--- src/rtl/irsir_pkg.sv ---
package irsir_pkg;

  typedef enum logic [2:0] {
    S_IDLE,
    S_START,
    S_DATA,
    S_STOP,
    S_WAIT_HIGH
  } samp_state_e;

  // Phase value loaded at the start edge: the first sample lands t/2 ticks later.
  function automatic int unsigned mid_load(input int unsigned t);
    return t / 2 - 1;
  endfunction

  // Phase value loaded after each sample: the next sample lands t ticks later.
  function automatic int unsigned full_load(input int unsigned t);
    return t - 1;
  endfunction

  // Ticks from the decoded start fall to the valid strobe.
  function automatic int unsigned frame_latency(input int unsigned t, input int unsigned bits);
    return t / 2 + (bits + 1) * t + 1;
  endfunction

endpackage

--- src/rtl/irsir_sync.sv ---
module irsir_sync #(
  parameter int STAGES = 2
) (
  input  logic clk,
  input  logic rst_n,
  input  logic d,
  output logic q
);
  logic [STAGES-1:0] sr;

  always_ff @(posedge clk or negedge rst_n) begin
    if (!rst_n) sr <= '1;
    else        sr <= {sr[STAGES-2:0], d};
  end

  assign q = sr[STAGES-1];
endmodule

--- src/rtl/irsir_stretch.sv ---
module irsir_stretch #(
  parameter int TICKS_PER_BIT = 16
) (
  input  logic clk,
  input  logic rst_n,
  input  logic tick,
  input  logic rx_s,
  output logic dec_line
);
  localparam int CW = $clog2(TICKS_PER_BIT + 1);

  logic          prev;
  logic [CW-1:0] cnt;
  logic          edge_fall;

  assign edge_fall = tick && prev && !rx_s;

  always_ff @(posedge clk or negedge rst_n) begin
    if (!rst_n) begin
      prev <= 1'b1;
      cnt  <= '0;
    end else if (tick) begin
      prev <= rx_s;
      if (edge_fall)     cnt <= CW'(TICKS_PER_BIT);
      else if (cnt != 0) cnt <= cnt - 1'b1;
    end
  end

  assign dec_line = (cnt == '0);

  AST_FALL_DRIVES_LOW: assert property (@(posedge clk) disable iff (!rst_n)
    edge_fall |=> !dec_line);
  AST_CNT_BOUND: assert property (@(posedge clk) disable iff (!rst_n)
    cnt <= CW'(TICKS_PER_BIT));
  AST_HOLD_NO_TICK: assert property (@(posedge clk) disable iff (!rst_n)
    !tick |=> $stable(cnt));
endmodule

--- src/rtl/irsir_sampler.sv ---
module irsir_sampler
  import irsir_pkg::*;
#(
  parameter int TICKS_PER_BIT = 16,
  parameter int DATA_BITS     = 8
) (
  input  logic                 clk,
  input  logic                 rst_n,
  input  logic                 tick,
  input  logic                 dec_line,
  output logic [DATA_BITS-1:0] rx_byte,
  output logic                 rx_valid,
  output logic                 frame_err
);
  localparam int PW = $clog2(TICKS_PER_BIT);
  localparam int BW = $clog2(DATA_BITS + 1);
  localparam logic [PW-1:0] PH_MID  = PW'(mid_load(TICKS_PER_BIT));
  localparam logic [PW-1:0] PH_FULL = PW'(full_load(TICKS_PER_BIT));

  samp_state_e          state;
  logic                 dec_prev;
  logic [PW-1:0]        ph;
  logic [BW-1:0]        bit_cnt;
  logic [DATA_BITS-1:0] shreg;
  logic                 start_edge;
  logic                 strobe;

  assign start_edge = tick && (state == S_IDLE) && dec_prev && !dec_line;
  assign strobe = tick && (ph == '0) &&
                  (state == S_START || state == S_DATA || state == S_STOP);

  always_ff @(posedge clk or negedge rst_n) begin
    if (!rst_n) begin
      state     <= S_IDLE;
      dec_prev  <= 1'b1;
      ph        <= '0;
      bit_cnt   <= '0;
      shreg     <= '0;
      rx_byte   <= '0;
      rx_valid  <= 1'b0;
      frame_err <= 1'b0;
    end else begin
      rx_valid <= 1'b0;
      if (tick) begin
        dec_prev <= dec_line;
        case (state)
          S_IDLE: begin
            if (start_edge) begin
              state <= S_START;
              ph    <= PH_MID;
            end
          end
          S_START, S_DATA, S_STOP: begin
            if (ph != '0) begin
              ph <= ph - 1'b1;
            end else begin
              ph <= PH_FULL;
              if (state == S_START) begin
                if (dec_line) state <= S_IDLE;
                else begin
                  state   <= S_DATA;
                  bit_cnt <= '0;
                end
              end else if (state == S_DATA) begin
                shreg   <= {dec_line, shreg[DATA_BITS-1:1]};
                bit_cnt <= bit_cnt + 1'b1;
                if (bit_cnt == BW'(DATA_BITS - 1)) state <= S_STOP;
              end else begin
                rx_byte   <= shreg;
                rx_valid  <= 1'b1;
                frame_err <= !dec_line;
                state     <= dec_line ? S_IDLE : S_WAIT_HIGH;
              end
            end
          end
          S_WAIT_HIGH: begin
            if (dec_line) state <= S_IDLE;
          end
          default: state <= S_IDLE;
        endcase
      end
    end
  end

  AST_VALID_ONE_CLK: assert property (@(posedge clk) disable iff (!rst_n)
    rx_valid |=> !rx_valid);
  AST_ERR_ONLY_WITH_VALID: assert property (@(posedge clk) disable iff (!rst_n)
    (frame_err != $past(frame_err)) |-> rx_valid);
  AST_VALID_AFTER_STROBE: assert property (@(posedge clk) disable iff (!rst_n)
    $rose(rx_valid) |-> $past(strobe));
  AST_NO_START_WHILE_LOW: assert property (@(posedge clk) disable iff (!rst_n)
    (state == S_WAIT_HIGH && !dec_line) |=> state != S_START);
endmodule

--- src/rtl/irsir_rx_decoder.sv ---
module irsir_rx_decoder #(
  parameter int TICKS_PER_BIT = 16,
  parameter int DATA_BITS     = 8,
  parameter int SYNC_STAGES   = 2
) (
  input  logic                 clk,
  input  logic                 rst_n,
  input  logic                 tick,
  input  logic                 ir_rx,
  output logic                 dec_line,
  output logic [DATA_BITS-1:0] rx_byte,
  output logic                 rx_valid,
  output logic                 frame_err
);
  logic rx_sync;

  irsir_sync #(.STAGES(SYNC_STAGES)) u_sync (
    .clk   (clk),
    .rst_n (rst_n),
    .d     (ir_rx),
    .q     (rx_sync)
  );

  irsir_stretch #(.TICKS_PER_BIT(TICKS_PER_BIT)) u_stretch (
    .clk      (clk),
    .rst_n    (rst_n),
    .tick     (tick),
    .rx_s     (rx_sync),
    .dec_line (dec_line)
  );

  irsir_sampler #(.TICKS_PER_BIT(TICKS_PER_BIT), .DATA_BITS(DATA_BITS)) u_sampler (
    .clk       (clk),
    .rst_n     (rst_n),
    .tick      (tick),
    .dec_line  (dec_line),
    .rx_byte   (rx_byte),
    .rx_valid  (rx_valid),
    .frame_err (frame_err)
  );
endmodule

--- config.mk ---
export PLATFORM = sky130hd
export DESIGN_NAME = irsir_rx_decoder
export DESIGN_NICKNAME = d
export VERILOG_FILES = /design/src/rtl/irsir_pkg.sv /design/src/rtl/irsir_sync.sv /design/src/rtl/irsir_stretch.sv /design/src/rtl/irsir_sampler.sv /design/src/rtl/irsir_rx_decoder.sv
export SDC_FILE = /design/constraint.sdc
export NUM_CORES = 1
export LEC_CHECK = 0
export ABC_AREA = 1
export BUFFER_PORTS_ARGS = -buffer_cell sky130_fd_sc_hd__buf_2
export CORE_UTILIZATION = 58
export CTS_CLUSTER_SIZE = 30
export DETAILED_ROUTE_END_ITERATION = 8
export GPL_ROUTABILITY_DRIVEN = 0
export PLACE_DENSITY = 0.78
export SYNTH_ARGS = -nofsm -noshare
export SYNTH_HDL_FRONTEND = slang
export SYNTH_SLANG_ARGS = --single-unit
--- constraint.sdc ---
create_clock -name clk -period 2 [get_ports clk]
set_input_delay 0.3 -clock clk [delete_from_list [all_inputs] [get_ports clk]]
set_output_delay 0.3 -clock clk [all_outputs]
set_load 0.01 [all_outputs]
## Yosys cells after proc, flatten, opt, wreduce, memory -nomap -nowiden

Index checks and enable logic that the tools add are counted.

| storage, ports and cells | value |
|---|---|
| output and inout bits | 11 |
| word-level logic and storage cells | 70 |
| bits of input ports | 4 |
| bits in registers | 38 |

| cells by class | value |
|---|---|
| $add $sub $neg | 3 |
| reductions and logical operators | 21 |
| muxes and demuxes | 22 |
| equality and inequality tests | 10 |
| bitwise operators | 3 |

Operators with widths:

| operator | number |
|---|---|
| $mux 3 | 7 |
| $mux 4 | 5 |
| $reduce_and 5->1 | 4 |
| $mux 5 | 2 |
| $pmux 3 s3 | 1 |
| $pmux 4 s2 | 1 |
| $eq 3x2->1 const B | 2 |
| $reduce_bool 2->1 | 3 |
| $logic_and 1x1->1 | 5 |
| $logic_not 5->1 | 1 |
| $mux 1 | 5 |
| $reduce_bool 5->1 | 1 |
| $sub 5x1->5 const B | 1 |
| $add 4x1->4 const B | 1 |
| $eq 4x3->1 const B | 1 |
| $ne 2x1->1 const B | 2 |
| $ne 2x2->1 const B | 2 |
| $ne 4x3->1 const B | 1 |
| $reduce_bool 4->1 | 1 |
| $sub 4x1->4 const B | 1 |
| $eq 3x1->1 const B | 1 |
| $eq 3x3->1 const B | 1 |
| $logic_not 3->1 | 1 |
| $not 1->1 | 3 |
| other kinds (5) | 6 |

## Logic depth before layout (Yosys ltp)

Gate-level depths: netlist (run 1).

| depth | value |
|---|---|
| depth after elaboration | 6 |
| gate-level depth with buffers | 9 |
| gate-level depth less buffers | 9 |

## By module

A second synthesis (run 1) with hierarchy kept.

| unflattened totals | value |
|---|---|
| cell total of the unflattened synthesis | 218 |
| area total of the unflattened synthesis | 1885.6 µm² |

Modules (own cells, without submodules):

| module | cells each | area an instance (µm²) | sequential area each (µm²) | instances |
|---|---|---|---|---|
| irsir_sampler | 171 | 1500.2 | 752.0 | 1 |
| irsir_stretch | 45 | 332.8 | 151.4 | 1 |
| irsir_sync | 2 | 52.6 | 52.6 | 1 |

## Worst setup path after synthesis (run 1)

No wires, ideal clock.

| timing path | value |
|---|---|
| kind | register to register |
| start | register u_stretch.cnt[0] |
| end | register u_sampler.ph[3] |
| required time | 1.870 ns |
| period minus slack after synthesis | 1.395 ns |
| library setup time | 0.130 ns |
| stages on the path, launching flop included | 8 |
| buffers on the path | 0 |
| slack | 0.605 ns |
| data arrival time | 1.265 ns |
| cell sequence | dfrtp_1 > inv_1 > ha_1 > nand3b_1 > nand2_1 > nand2_1 > nand2_1 > o21ai_0 |

| on the way | value |
|---|---|
| cells in the longest elaborated chain, start to end | 5 |

Ends and longest elaborated chain:

| what | RTL line | text |
|---|---|---|
| start, declared | irsir_stretch.sv:13 | `logic [CW-1:0] cnt;` |
| start signal, assigned | irsir_stretch.sv:24 | `if (edge_fall) cnt <= CW'(TICKS_PER_BIT);` |
| start signal, assigned | irsir_stretch.sv:25 | `else if (cnt != 0) cnt <= cnt - 1'b1;` |
| $logic_not 5->1 | irsir_stretch.sv:29 | `assign dec_line = (cnt == '0);` |
| $logic_not 1->1 | irsir_sampler.sv:28 | `assign start_edge = tick && (state == S_IDLE) && dec_prev && !dec_line;` |
| $logic_and 1x1->1 | irsir_sampler.sv:28 |  |
| $ne 2x1->1 (no source line) | n/a |  |
| $reduce_and 3->1 (no source line) | n/a |  |
| end signal, assigned | irsir_sampler.sv:55 | `ph <= ph - 1'b1;` |
| end, declared | irsir_sampler.sv:22 | `logic [PW-1:0] ph;` |

Every way passes these cells.
A chain may end at the register's enable or synchronous reset.

## Final worst setup path (run 1)

| timing path | value |
|---|---|
| start | register u_stretch.cnt[0] |
| end | output port dec_line |

| on the way | value |
|---|---|
| cells in the longest elaborated chain, start to end | 1 |

Ends and longest elaborated chain:

| what | RTL line | text |
|---|---|---|
| $logic_not 5->1 | irsir_stretch.sv:29 |  |
| end, declared | irsir_rx_decoder.sv:10 | `output logic dec_line,` |

Every way passes these cells.

==> parameters.txt, run 1 <==
Parameter                              Value

Outcome
  Status    finished, violations left
  Violations in the final reports    DRC

Clock tree
  Number of clock sinks    38
  H-Tree Depth    2
  Clock root buffer    sky130_fd_sc_hd__clkbuf_4
  Post CTS Setup Buffer Count    0
  Clock input transition at the sequential cells of the worst setup and hold paths    0.11 ns
  Clk_lat worst skew    0.34 ns
  Clk buf depth    2
  CTS tree    yes
  Cts hold-fix bufs    0
  Post-cts gate resize count    0
  Clock buffer count from CTS    5

Critical path
  R2R Setup Slk    0.36 ns
  Reg2Reg Depth    7
  Most prevalent standard cell on the critical path    sky130_fd_sc_hd__inv_1
  Reg2reg end    u_sampler.ph[3]
  Largest stage delay on the critical path    0.37 ns
  Worst flop-to-flop path startpoint    u_stretch.cnt[0]
  Critical-path cell list    inv_1, ha_1, nand3b_1, inv_1, buf_2
  Crit path arrival time    1.52 ns
  Startpoint type of the worst setup path    flop
  CP required    1.70 ns
  WS Path Type    flop to primary output
  Worst setup EP type    primary output
  Master of the slowest instance on the critical path    sky130_fd_sc_hd__dfrtp_1
  Crit-path max FO    7

Die
  Full die area    0.003336 mm2
  Row count    19
  Core Footprint    0.002853 mm2
  Top-level port count    15
  Initial Utilization    63.20%
  Chip Height    57.76 um
  Width of the chip    57.76 um

Logic synthesis
  Commonest register cell after synthesis    sky130_fd_sc_hd__dfrtp_1
  Cell area after technology mapping    0.001803 mm2
  Mean area per synthesized cell    9.060 um2
  Register area share after synthesis    53.02%
  Most frequent cells after synthesis    57 x sky130_fd_sc_hd__nand2_1, 34 x sky130_fd_sc_hd__dfrtp_1, 22 x sky130_fd_sc_hd__inv_1
  Synthesized Nets    207
  Async set or reset register ratio after synthesis    100.0%
  Cell type contributing the most total cell area after synthesis    sky130_fd_sc_hd__dfrtp_1
  Cell with the most instances after synthesis    sky130_fd_sc_hd__nand2_1
  Synth Warn #    0
  Post-synth EDFFs    0
  Area share of the leading cell type in the synthesized netlist    47.19%
  Largest cells by area after synthesis    sky130_fd_sc_hd__dfrtp_1 47%, sky130_fd_sc_hd__nand2_1 12%, sky130_fd_sc_hd__o21ai_2 7.8%
  Post-Syn Instances    199
  Total of flip-flops plus latches after synthesis    38
  Netlist cell types    26

Cells and area
  Fill count    256
  Count of inserted antenna diode cells    0
  Finished Core Util    68.16%
  Final net count    226
  Share of final-layout standard cells stronger than drive strength 1    23.74%
  Synthesis-to-layout area growth    7.842%
  Filler-free cell count of the finished design    250

Timing
  Accumulated negative setup slack    0 ns
  Final Hold Vio Count    0
  Pins over their slew limit    0
  Fin crit period    1.819 ns
  Transition time at the pin with the least slew margin    0.7852 ns
  Unrepaired setup endpoints after global routing    false
  Highest attainable clock frequency    549.9 MHz
  Final setup slack of the worst path    0.1814 ns
  Tightest slew margin relative to the limit    47.65%
  Total setup violations reported at the end of the flow    0
  Part of the cycle the worst path needs    90.93%
  Final Skew    0.004469 ns

Detailed routing
  DR WL/cell    12.00 um
  Vias/cell    5.356
  Final WL    3.001 mm
  TritonRoute pass-1 iters    6
  Iter 0 DRT Violations    48
  DRT antenna net count    0
  Vias after detailed routing    1339
  Number of design rule violations left after detail routing    2

GRT
  Antenna violations before repair    0
  Pin count of the biggest net entering global routing    39
  Remaining Overflow, GRT    0
  Via count of the first global-routing pass    1296
  Total routing resource utilization after global routing    21.27%
  Wire length of the first global-routing pass    5.437 mm

Pwr
  Worst IR drop on VDD    775.4 uV
  Leakage Power    1.005 nW
  Power Density    1152 mW/mm2

Run
  Maxcap violations    0

Placement
  IO buf count    14
  Pre-CTS WS    0.3626 ns
  DP Wirelength    2.202 mm
  Cells after DPL    242

Worst hold path
  Kind of path behind the tightest hold check    primary input to asynchronous set/reset pin
[kinds of logic (layout without fill, tap and decap cells)]
family | count (synthesis) | after routing | share of synthesized area, %
buf+inv | 27 | 47 | 6.801
compound gates | 29 | 29 | 11.45
fa+ha+maj | 4 | 4 | 2.776
flops | 38 | 38 | 53.02
xor+xnor | 4 | 4 | 1.943
simple gates | 97 | 97 | 24.01
[placed cells by master (no fill, tap or decap), types with 5 or more instances in the layout]
cell,count
sky130_fd_sc_hd__dfrtp_1,34
sky130_fd_sc_hd__buf_2,14
sky130_fd_sc_hd__nand3_1,8
sky130_fd_sc_hd__clkbuf_4,5
sky130_fd_sc_hd__nor2_1,17
sky130_fd_sc_hd__o21ai_2,16
sky130_fd_sc_hd__nand2_1,57
sky130_fd_sc_hd__inv_1,22
sky130_fd_sc_hd__o21ai_0,10
[how the worst max path moves through the flow]
stage	endpoint	start	cells after the start	slack [ns]
after detailed placement	u_sampler.ph[3]	u_stretch.cnt[0]	7	0.36
after global placement	u_sampler.ph[3]	u_stretch.cnt[0]	7	0.40
after CTS	dec_line	u_stretch.cnt[0]	5	0.15
final	dec_line	u_stretch.cnt[0]	5	0.18
after global routing	dec_line	u_stretch.cnt[0]	5	0.02
after floorplan	u_sampler.ph[3]	u_stretch.cnt[0]	7	0.61
[routing by layer]
metal / global-route usage [%] / share of wire, % / up-vias
li1: - / - / 670
met1: 24.92 / 43 / 637
met2: 38.70 / 52 / 29
met3: 6.696 / 4.0 / 3
met4: 4.082 / 0.70 / 0
met5: 0 / 0 / -
[flip-flops by register name (all words and copies together) (netlist names)]
name and flops:
u_sampler.frame_err 1, u_sync.sr 2, u_sampler.ph 4, u_sampler.bit_cnt 4
u_sampler.shreg 8, u_stretch.prev 1, u_sampler.rx_byte 8, u_sampler.rx_valid 1
u_stretch.cnt 5, u_sampler.state 3, u_sampler.dec_prev 1
[power breakdown]
part	internal (mW)	switching (mW)
sequential	0.919	0.121
clock	0.174	0.238
combinational	0.269	0.518
[area by class of cell]
type | count | area, um2 | area share [%]
sequential | 38 | 955.9 | 49.16
multi-input combinational | 134 | 724.4 | 37.26
inverter | 25 | 96.34 | 4.955
timing repair buffer | 14 | 70.07 | 3.604
clock buffer | 8 | 58.81 | 3.024
tap | 31 | 38.79 | 1.995
[critical path: cells and delay by family, from the launching register on]
family,cells,cell delay (ns)
simple gates,1,0.25
flops,1,0.37
buf+inv,3,0.34
fa+ha+maj,1,0.21
[stage by stage]
step                power [mW]  hold WS, ns  area (um2)
detailed placement       1.837       0.3558        1886
floorplan                1.648     0.004409        1803
global placement         1.775       0.3482        1886
finish                   2.239      0.02830        1944
CTS                      2.253      0.03714        1944
global route             2.439      0.01518        1944
(Power assumes the default switching activity.)
==> run 2, diff against run 1 <==
Settings changed: ABC_CLOCK_PERIOD_IN_PS set to 2000, PLACE_DENSITY 0.78 to 0.87.
==> run 2 against run 1 <==
  * The run still ends with DRC left
  * Design area rose by 1.2%
  * Die area unchanged
  * Cell count fell by 0.40%
  * Combinational power decreased by 2.8%
  * Routed wire length shrank 3.9%
  * Total power increased by 4.4%
  * Clock skew increased by 0.0034 ns
  * Utilization rose by 0.79 points
  * Non-clock buffer count stayed put
  * First-iteration DRC count fell by 38%
  * Maximum frequency fell by 2.5%
  * Sequential share of layout area decreased by 0.56 points
==> parameters.txt, run 2 (synthesized netlist as in run 1, its figures left out) <==
Parameter                              Value

Outcome
  Status    finished, violations left
  Violations in the final reports    DRC

Clock tree
  H-Tree Depth    2 (unchanged)
  Clk buf depth    2 (unchanged)
  Clock buffer count from CTS    5 (unchanged)
  Clock root buffer    sky130_fd_sc_hd__clkbuf_4
  Clock input transition at the sequential cells of the worst setup and hold paths    0.11 ns (about the same)
  CTS tree    yes
  Post CTS Setup Buffer Count    0 (unchanged)
  Number of clock sinks    38 (unchanged)
  Clk_lat worst skew    0.35 ns (about the same)
  Cts hold-fix bufs    0 (unchanged)
  Post-cts gate resize count    0 (unchanged)

Pwr
  Leakage Power    1.017 nW (+1.2%)
  Tot Pwr    2.337 mW (+4.4%)
  Worst IR drop on VDD    787.3 uV (+1.5%)
  Power Density    1188 mW/mm2 (+3.2%)

Placement
  IO buf count    14 (unchanged)
  DP Wirelength    2.077 mm (-5.7%)

Cells and area
  Synthesis-to-layout area growth    9.091%
  Final net count    226 (unchanged)
  Count of inserted antenna diode cells    0 (unchanged)
  Registers with the most flip-flops    u_sampler.rx_byte: 8 flops, u_sampler.shreg: 8 flops, u_stretch.cnt: 5 flops
  Highest-count cells in the layout ignoring fill and taps    57 x sky130_fd_sc_hd__nand2_1, 34 x sky130_fd_sc_hd__dfrtp_1, 22 x sky130_fd_sc_hd__inv_1
  Leading cell type in the layout, fill and taps excluded    sky130_fd_sc_hd__nand2_1
  Share of final-layout standard cells stronger than drive strength 1    24.31% (+0.57 points)
  Fill count    230 (-10%)

Die
  Core Footprint    0.002853 mm2 (unchanged)
  Width of the chip    57.76 um (unchanged)
  Full die area    0.003336 mm2 (unchanged)
  Top-level port count    15 (unchanged)
  Initial Utilization    63.20% (unchanged)
  Row count    19 (unchanged)
  Chip Height    57.76 um (unchanged)

Timing
  Final Skew    0.007830 ns (+0.003361 ns)
  Accumulated negative setup slack    0 ns (unchanged)
  Unrepaired setup endpoints after global routing    false
  Total setup violations reported at the end of the flow    0 (unchanged)
  Highest attainable clock frequency    536.2 MHz (-2.5%)
  Fin crit period    1.865 ns (+0.04643 ns)
  Final Hold Vio Count    0 (unchanged)
  Tightest slew margin relative to the limit    46.00% (-1.7 points)
  Pins over their slew limit    0 (unchanged)
  Transition time at the pin with the least slew margin    0.8100 ns (+0.02478 ns)
  Part of the cycle the worst path needs    93.25% (+2.3 points)

Worst hold path
  Kind of path behind the tightest hold check    primary input to asynchronous set/reset pin

Critical path
  WS Path Type    flop to primary output
  CP required    1.70 ns (about the same)
  R2R Setup Slk    0.32 ns (-0.04 ns)
  Reg2Reg Depth    7 (unchanged)
  Worst Setup SP    u_stretch.cnt[0]
  Most prevalent standard cell on the critical path    sky130_fd_sc_hd__inv_1
  Master of the slowest instance on the critical path    sky130_fd_sc_hd__dfrtp_1
  Reg2reg end    u_sampler.ph[3]
  Startpoint type of the worst setup path    flop
  Crit-path max FO    7 (unchanged)
  Largest stage delay on the critical path    0.38 ns (about the same)
  Crit path arrival time    1.57 ns (+0.05 ns)
  Worst setup EP type    primary output
  Critical-path cell list    inv_1, ha_1, nand3b_1, inv_1, buf_2
  Worst flop-to-flop path startpoint    u_stretch.cnt[0]
  Setup crit end    dec_line

Detailed routing
  Number of design rule violations left after detail routing    1 (-1)
  Vias after detailed routing    1291 (-3.6%)
  DR WL/cell    11.59 um (-3.5%)
  Iter 0 DRT Violations    30 (-38%)
  Vias/cell    5.185 (-3.2%)
  TritonRoute pass-1 iters    6 (unchanged)
  Final WL    2.885 mm (-3.9%)
  DRT antenna net count    0 (unchanged)

GRT
  Total routing resource utilization after global routing    20.68% (-0.59 points)
  Via count of the first global-routing pass    1226 (-5.4%)
  Wire length of the first global-routing pass    5.092 mm (-6.3%)
  Antenna violations before repair    0 (unchanged)
  Remaining Overflow, GRT    0 (unchanged)
  Pin count of the biggest net entering global routing    39 (unchanged)

Run
  Maxcap violations    0 (unchanged)
==> run 2: cell types whose count changed in the layout (fill, tap and decap cells not counted) <==
cell	delta
sky130_fd_sc_hd__bufinv_16	+1
sky130_fd_sc_hd__clkbuf_1	-2
==> run 2: layout make-up <==
| cell class | count | area [um2] | area share (%) |
|---|---|---|---|
| tap | 31 | 38.79 | 1.972 |
| multi-input combinational | 134 | 724.4 | 36.83 |
| clock buffer | 6 | 51.30 | 2.608 |
| sequential | 38 | 955.9 | 48.60 |
| timing repair buffer | 14 | 70.07 | 3.562 |
| inverter | 25 | 96.34 | 4.898 |
| clock inverter | 1 | 30.03 | 1.527 |
==> run 2: worst min path at each step <==
stage            startpoint              endpoint  depth (start not counted)
2_1_floorplan         rst_n  u_sampler.bit_cnt[0]                          0
3_3_place_gp   u_sync.sr[0]          u_sync.sr[1]                          0
3_5_place_dp   u_sync.sr[0]          u_sync.sr[1]                          0
4_1_cts               ir_rx          u_sync.sr[0]                          1
5_1_grt               ir_rx          u_sync.sr[0]                          1
6_report              rst_n  u_sampler.rx_byte[0]                          1
==> run 2: worst max-delay path: cells and delay by family, from the launching register on <==
kind	cells	cell delay [ns]
buffers and inverters	3	0.35
AND/OR/NAND/NOR	1	0.27
adder cells (fa/ha/maj)	1	0.22
flip-flops	1	0.38
==> run 2: per-stage QoR <==
stage                     area (um2)  worst slack, ns  cells  utilization, %  hold WS (ns)
after global placement          1886           0.3603    242           66.10        0.3465
after detailed placement        1886           0.3405    242           66.10        0.3498
after global routing            1967         0.009553    249           68.95       0.02084
after CTS                       1967           0.1207    249           68.95       0.02842
final                           1967           0.1350    249           68.95       0.02973
after floorplan                 1803           0.6053    199               -      0.004409
==> run 2: routing by layer <==
layer	global-route usage (%)	vias up	share of wire [%]
li1	-	665	-
met1	26.54	597	48
met2	32.89	22	47
met3	4.688	7	2.5
met4	11.22	0	2.4
met5	0	-	0
==> run 2: power breakdown <==
group | switching [mW] | leakage (nW) | internal [mW]
combinational | 0.500 | 0.477 | 0.265
sequential | 0.119 | 0.495 | 0.920
clock | 0.243 | 0.0443 | 0.291
total | 0.861 | 1.02 | 1.48
==> run 3, diff against run 2 <==
Settings changed: ABC_AREA 1 to not set, CELL_PAD_IN_SITES_DETAIL_PLACEMENT set to 1, CELL_PAD_IN_SITES_GLOBAL_PLACEMENT set to 2, CORE_UTILIZATION 58 to 39, PLACE_DENSITY 0.87 to 0.86.
==> run 3 against run 2 <==
  * The flow now finishes without violations
  * Via count is 4.5% lower
  * Cell count is 10% lower
  * First-iteration DRC count is 27% lower
  * Critical path depth stayed put
  * Clock-buffer cell count stayed put
  * Total power is 15% higher
  * Worst setup slack worse by 0.13 ns
  * Clock power is 51% higher
  * Design area is 7.6% higher
  * Critical path type unchanged
  * Largest cell class unchanged
  * Highest routed layer unchanged
==> parameters.txt, run 3 <==
Parameter                              Value

Timing
  Accumulated negative setup slack    0 ns (unchanged)
  Fin crit period    1.995 ns (+0.1295 ns)
  Pins over their slew limit    0 (unchanged)
  Total setup violations reported at the end of the flow    0 (unchanged)
  Highest attainable clock frequency    501.4 MHz (-6.5%)
  Worst hold slack    0.09929 ns (+0.06955 ns)
  Final setup slack of the worst path    0.005454 ns (-0.1295 ns)
  Final Skew    0.003984 ns (-0.003846 ns)
  Transition time at the pin with the least slew margin    0.8234 ns (+0.01341 ns)
  Part of the cycle the worst path needs    99.73% (+6.5 points)
  Tightest slew margin relative to the limit    45.10% (-0.89 points)
  Unrepaired setup endpoints after global routing    true
  Final Hold Vio Count    0 (unchanged)

Detailed routing
  Number of design rule violations left after detail routing    0 (-1)
  Iter 0 DRT Violations    22 (-27%)
  Final WL    3.958 mm (+37%)
  DRT antenna net count    0 (unchanged)
  Vias/cell    5.504 (+6.2%)
  DR WL/cell    17.67 um (+53%)
  Vias after detailed routing    1233 (-4.5%)
  TritonRoute pass-1 iters    4 (-2)

GRT
  Via count of the first global-routing pass    1333 (+8.7%)
  Wire length of the first global-routing pass    6.527 mm (+28%)
  Antenna violations before repair    0 (unchanged)
  Pin count of the biggest net entering global routing    39 (unchanged)
  Total routing resource utilization after global routing    19.48% (-1.2 points)
  Remaining Overflow, GRT    0 (unchanged)

Clock tree
  Clk_lat worst skew    0.29 ns (-0.06 ns)
  Clock input transition at the sequential cells of the worst setup and hold paths    0.08 ns (-0.03 ns)
  Clk buf depth    2 (unchanged)
  Cts hold-fix bufs    0 (unchanged)
  CTS tree    yes
  Clock buffer count from CTS    5 (unchanged)
  Number of clock sinks    38 (unchanged)
  H-Tree Depth    2 (unchanged)
  Clock root buffer    sky130_fd_sc_hd__clkbuf_8

Logic synthesis
  Synthesized-area fraction occupied by xor and xnor cells    0% (-1.9 points)
  Commonest register cell after synthesis    sky130_fd_sc_hd__dfrtp_1
  Cell type contributing the most total cell area after synthesis    sky130_fd_sc_hd__dfrtp_1
  Cell with the most instances after synthesis    sky130_fd_sc_hd__dfrtp_1
  Largest cells by area after synthesis    sky130_fd_sc_hd__dfrtp_1 49%, sky130_fd_sc_hd__mux2_2 12%, sky130_fd_sc_hd__dfstp_2 6.0%
  Async set or reset register ratio after synthesis    100.0% (unchanged)
  Netlist cell types    41 (+58%)
  Area share of the leading cell type in the synthesized netlist    48.75% (+1.6 points)
  Synth Warn #    0 (unchanged)
  Compound-cell area share of the yosys netlist    13.05% (+1.6 points)
  Most frequent cells after synthesis    34 x sky130_fd_sc_hd__dfrtp_1, 19 x sky130_fd_sc_hd__mux2_2, 12 x sky130_fd_sc_hd__o21ai_0
  Simple-gate share of the synthesized area    13.62% (-10 points)
  Adder-Cell Fraction of Synth Area    2.867% (+0.092 points)
  Register area share after synthesis    54.77% (+1.7 points)
  Cell area after technology mapping    0.001745 mm2 (-3.2%)
  Dominant combinational cell family by area after synthesis    simple AND/OR/NAND/NOR gates
  Synthesized Nets    154 (-26%)
  Mean area per synthesized cell    11.95 um2 (+32%)
  Total of flip-flops plus latches after synthesis    38 (unchanged)
  Post-synth EDFFs    0 (unchanged)
  Mux contribution to synthesized area    12.26% (+12 points)
  Post-Syn Instances    146 (-27%)

Critical path
  Worst setup EP type    primary output
  WS Path Type    flop to primary output
  R2R Setup Slk    0.07 ns (-0.25 ns)
  CP required    1.70 ns (about the same)
  Reg2reg end    u_sampler.state[0]
  Startpoint type of the worst setup path    flop
  Worst flop-to-flop path startpoint    u_stretch.cnt[0]
  Crit-path max FO    5 (-2)
  Crit path arrival time    1.69 ns (+0.12 ns)
  Reg2Reg Depth    7 (unchanged)

Placement
  Pre-CTS WS    -0.04516 ns (-0.3857 ns)
  IO buf count    14 (unchanged)
  DP Wirelength    2.697 mm (+30%)
  Cells after DPL    208 (-14%)

Cells and area
  Highest-count cells in the layout ignoring fill and taps    34 x sky130_fd_sc_hd__dfrtp_1, 19 x sky130_fd_sc_hd__mux2_2, 13 x sky130_fd_sc_hd__buf_2
  Final net count    181 (-20%)
  Synthesis-to-layout area growth    21.22%
  Filler-free cell count of the finished design    224 (-10%)
  Count of inserted antenna diode cells    0 (unchanged)
  Share of final-layout standard cells stronger than drive strength 1    37.93% (+14 points)
  Registers with the most flip-flops    u_sampler.rx_byte: 8 flops, u_sampler.shreg: 8 flops, u_stretch.cnt: 5 flops
  Leading cell type in the layout, fill and taps excluded    sky130_fd_sc_hd__dfrtp_1

Die
  Chip Height    68.90 um (+19%)
  Core Footprint    0.004144 mm2 (+45%)
  Top-level port count    15 (unchanged)
  Row count    23 (+4)
  Full die area    0.004747 mm2 (+42%)
  Width of the chip    68.90 um (+19%)
  Initial Utilization    42.12% (-21 points)

Outcome
  Status    finished, final reports clean

Pwr
  Worst IR drop on VDD    694.0 uV (-12%)
  Leakage Power    1.009 nW (-0.79%)
  Power Density    1267 mW/mm2 (+6.6%)

Worst hold path
  Kind of path behind the tightest hold check    primary input to asynchronous set/reset pin

Run
  Maxcap violations    0 (unchanged)
## run 3: changes by cell type in the layout (fill, tap and decap cells not counted), sizes merged, moves of 6 or more
cell   before  now
buf        14   25
nor2       20    6
mux2        0   19
nand3       9    3
o21ai      26   12
nand2      60    6
inv        25    8
## run 3: kinds of logic after synthesis
kind of cell | Yosys count
AOI/OAI and AO/OA | 34
DFF | 38
muxes | 19
and+or+nand+nor | 38
adders and majority gates | 4
buffers and inverters | 13
## run 3: per-layer routing
layer	up-vias	share of wire (%)	GRT usage, %
met5	-	0	0
met4	0	1.5	8.418
met3	7	2.9	4.605
met2	23	54	33.37
met1	628	42	23.17
li1	575	-	-
## run 3: layout make-up
type	count	area [um2]
Inverter	8	37.54
Fill cell	460	2028
Clock buffer	6	82.58
Tap cell	50	62.56
Timing Repair Buffer	25	175.2
Clock inverter	2	60.06
Multi-Input combinational cell	95	742.0
Sequential cell	38	955.9
## run 3: worst max-delay path by stage
stage                           startpoint                    to  depth (start not counted)
final                     u_stretch.cnt[0]              dec_line                          5
after global routing      u_stretch.cnt[0]              dec_line                          5
after detailed placement   u_sampler.ph[1]  u_sampler.rx_byte[1]                          6
after floorplan            u_sampler.ph[0]  u_sampler.rx_byte[0]                          6
after global placement     u_sampler.ph[1]  u_sampler.rx_byte[0]                          6
after CTS                 u_stretch.cnt[0]              dec_line                          5
## run 3: what timing repair did
action                                  4_1_cts  5_1_grt
setup buffers                                 1        7
pin swaps                                     1        2
gates resized for setup                       4        5
endpoints found under the setup margin       15       10
## run 3: worst max-delay path, cell delays in order (launching register included)
cell and delay (ns):
sky130_fd_sc_hd__dfrtp_1 0.42, sky130_fd_sc_hd__inv_1 0.08, sky130_fd_sc_hd__ha_2 0.17, sky130_fd_sc_hd__or4b_4 0.53
sky130_fd_sc_hd__inv_8 0.10, sky130_fd_sc_hd__buf_6 0.10
## run 3: power breakdown
| part | switching, mW | leakage, nW | internal [mW] |
|---|---|---|---|
| clock | 0.273 | 0.0714 | 0.532 |
| sequential | 0.186 | 0.489 | 0.918 |
| combinational | 0.399 | 0.448 | 0.371 |
| total | 0.858 | 1.01 | 1.82 |
## run 3: metrics by stage
stage                     utilization, %  instance area (um2)  power [mW]
after floorplan                        -                 1745       1.547
after global placement             45.17                 1872       1.701
after detailed placement           45.17                 1872       1.764
after CTS                          49.49                 2051       2.592
after global routing               51.06                 2116       2.830
final                              51.06                 2116       2.680
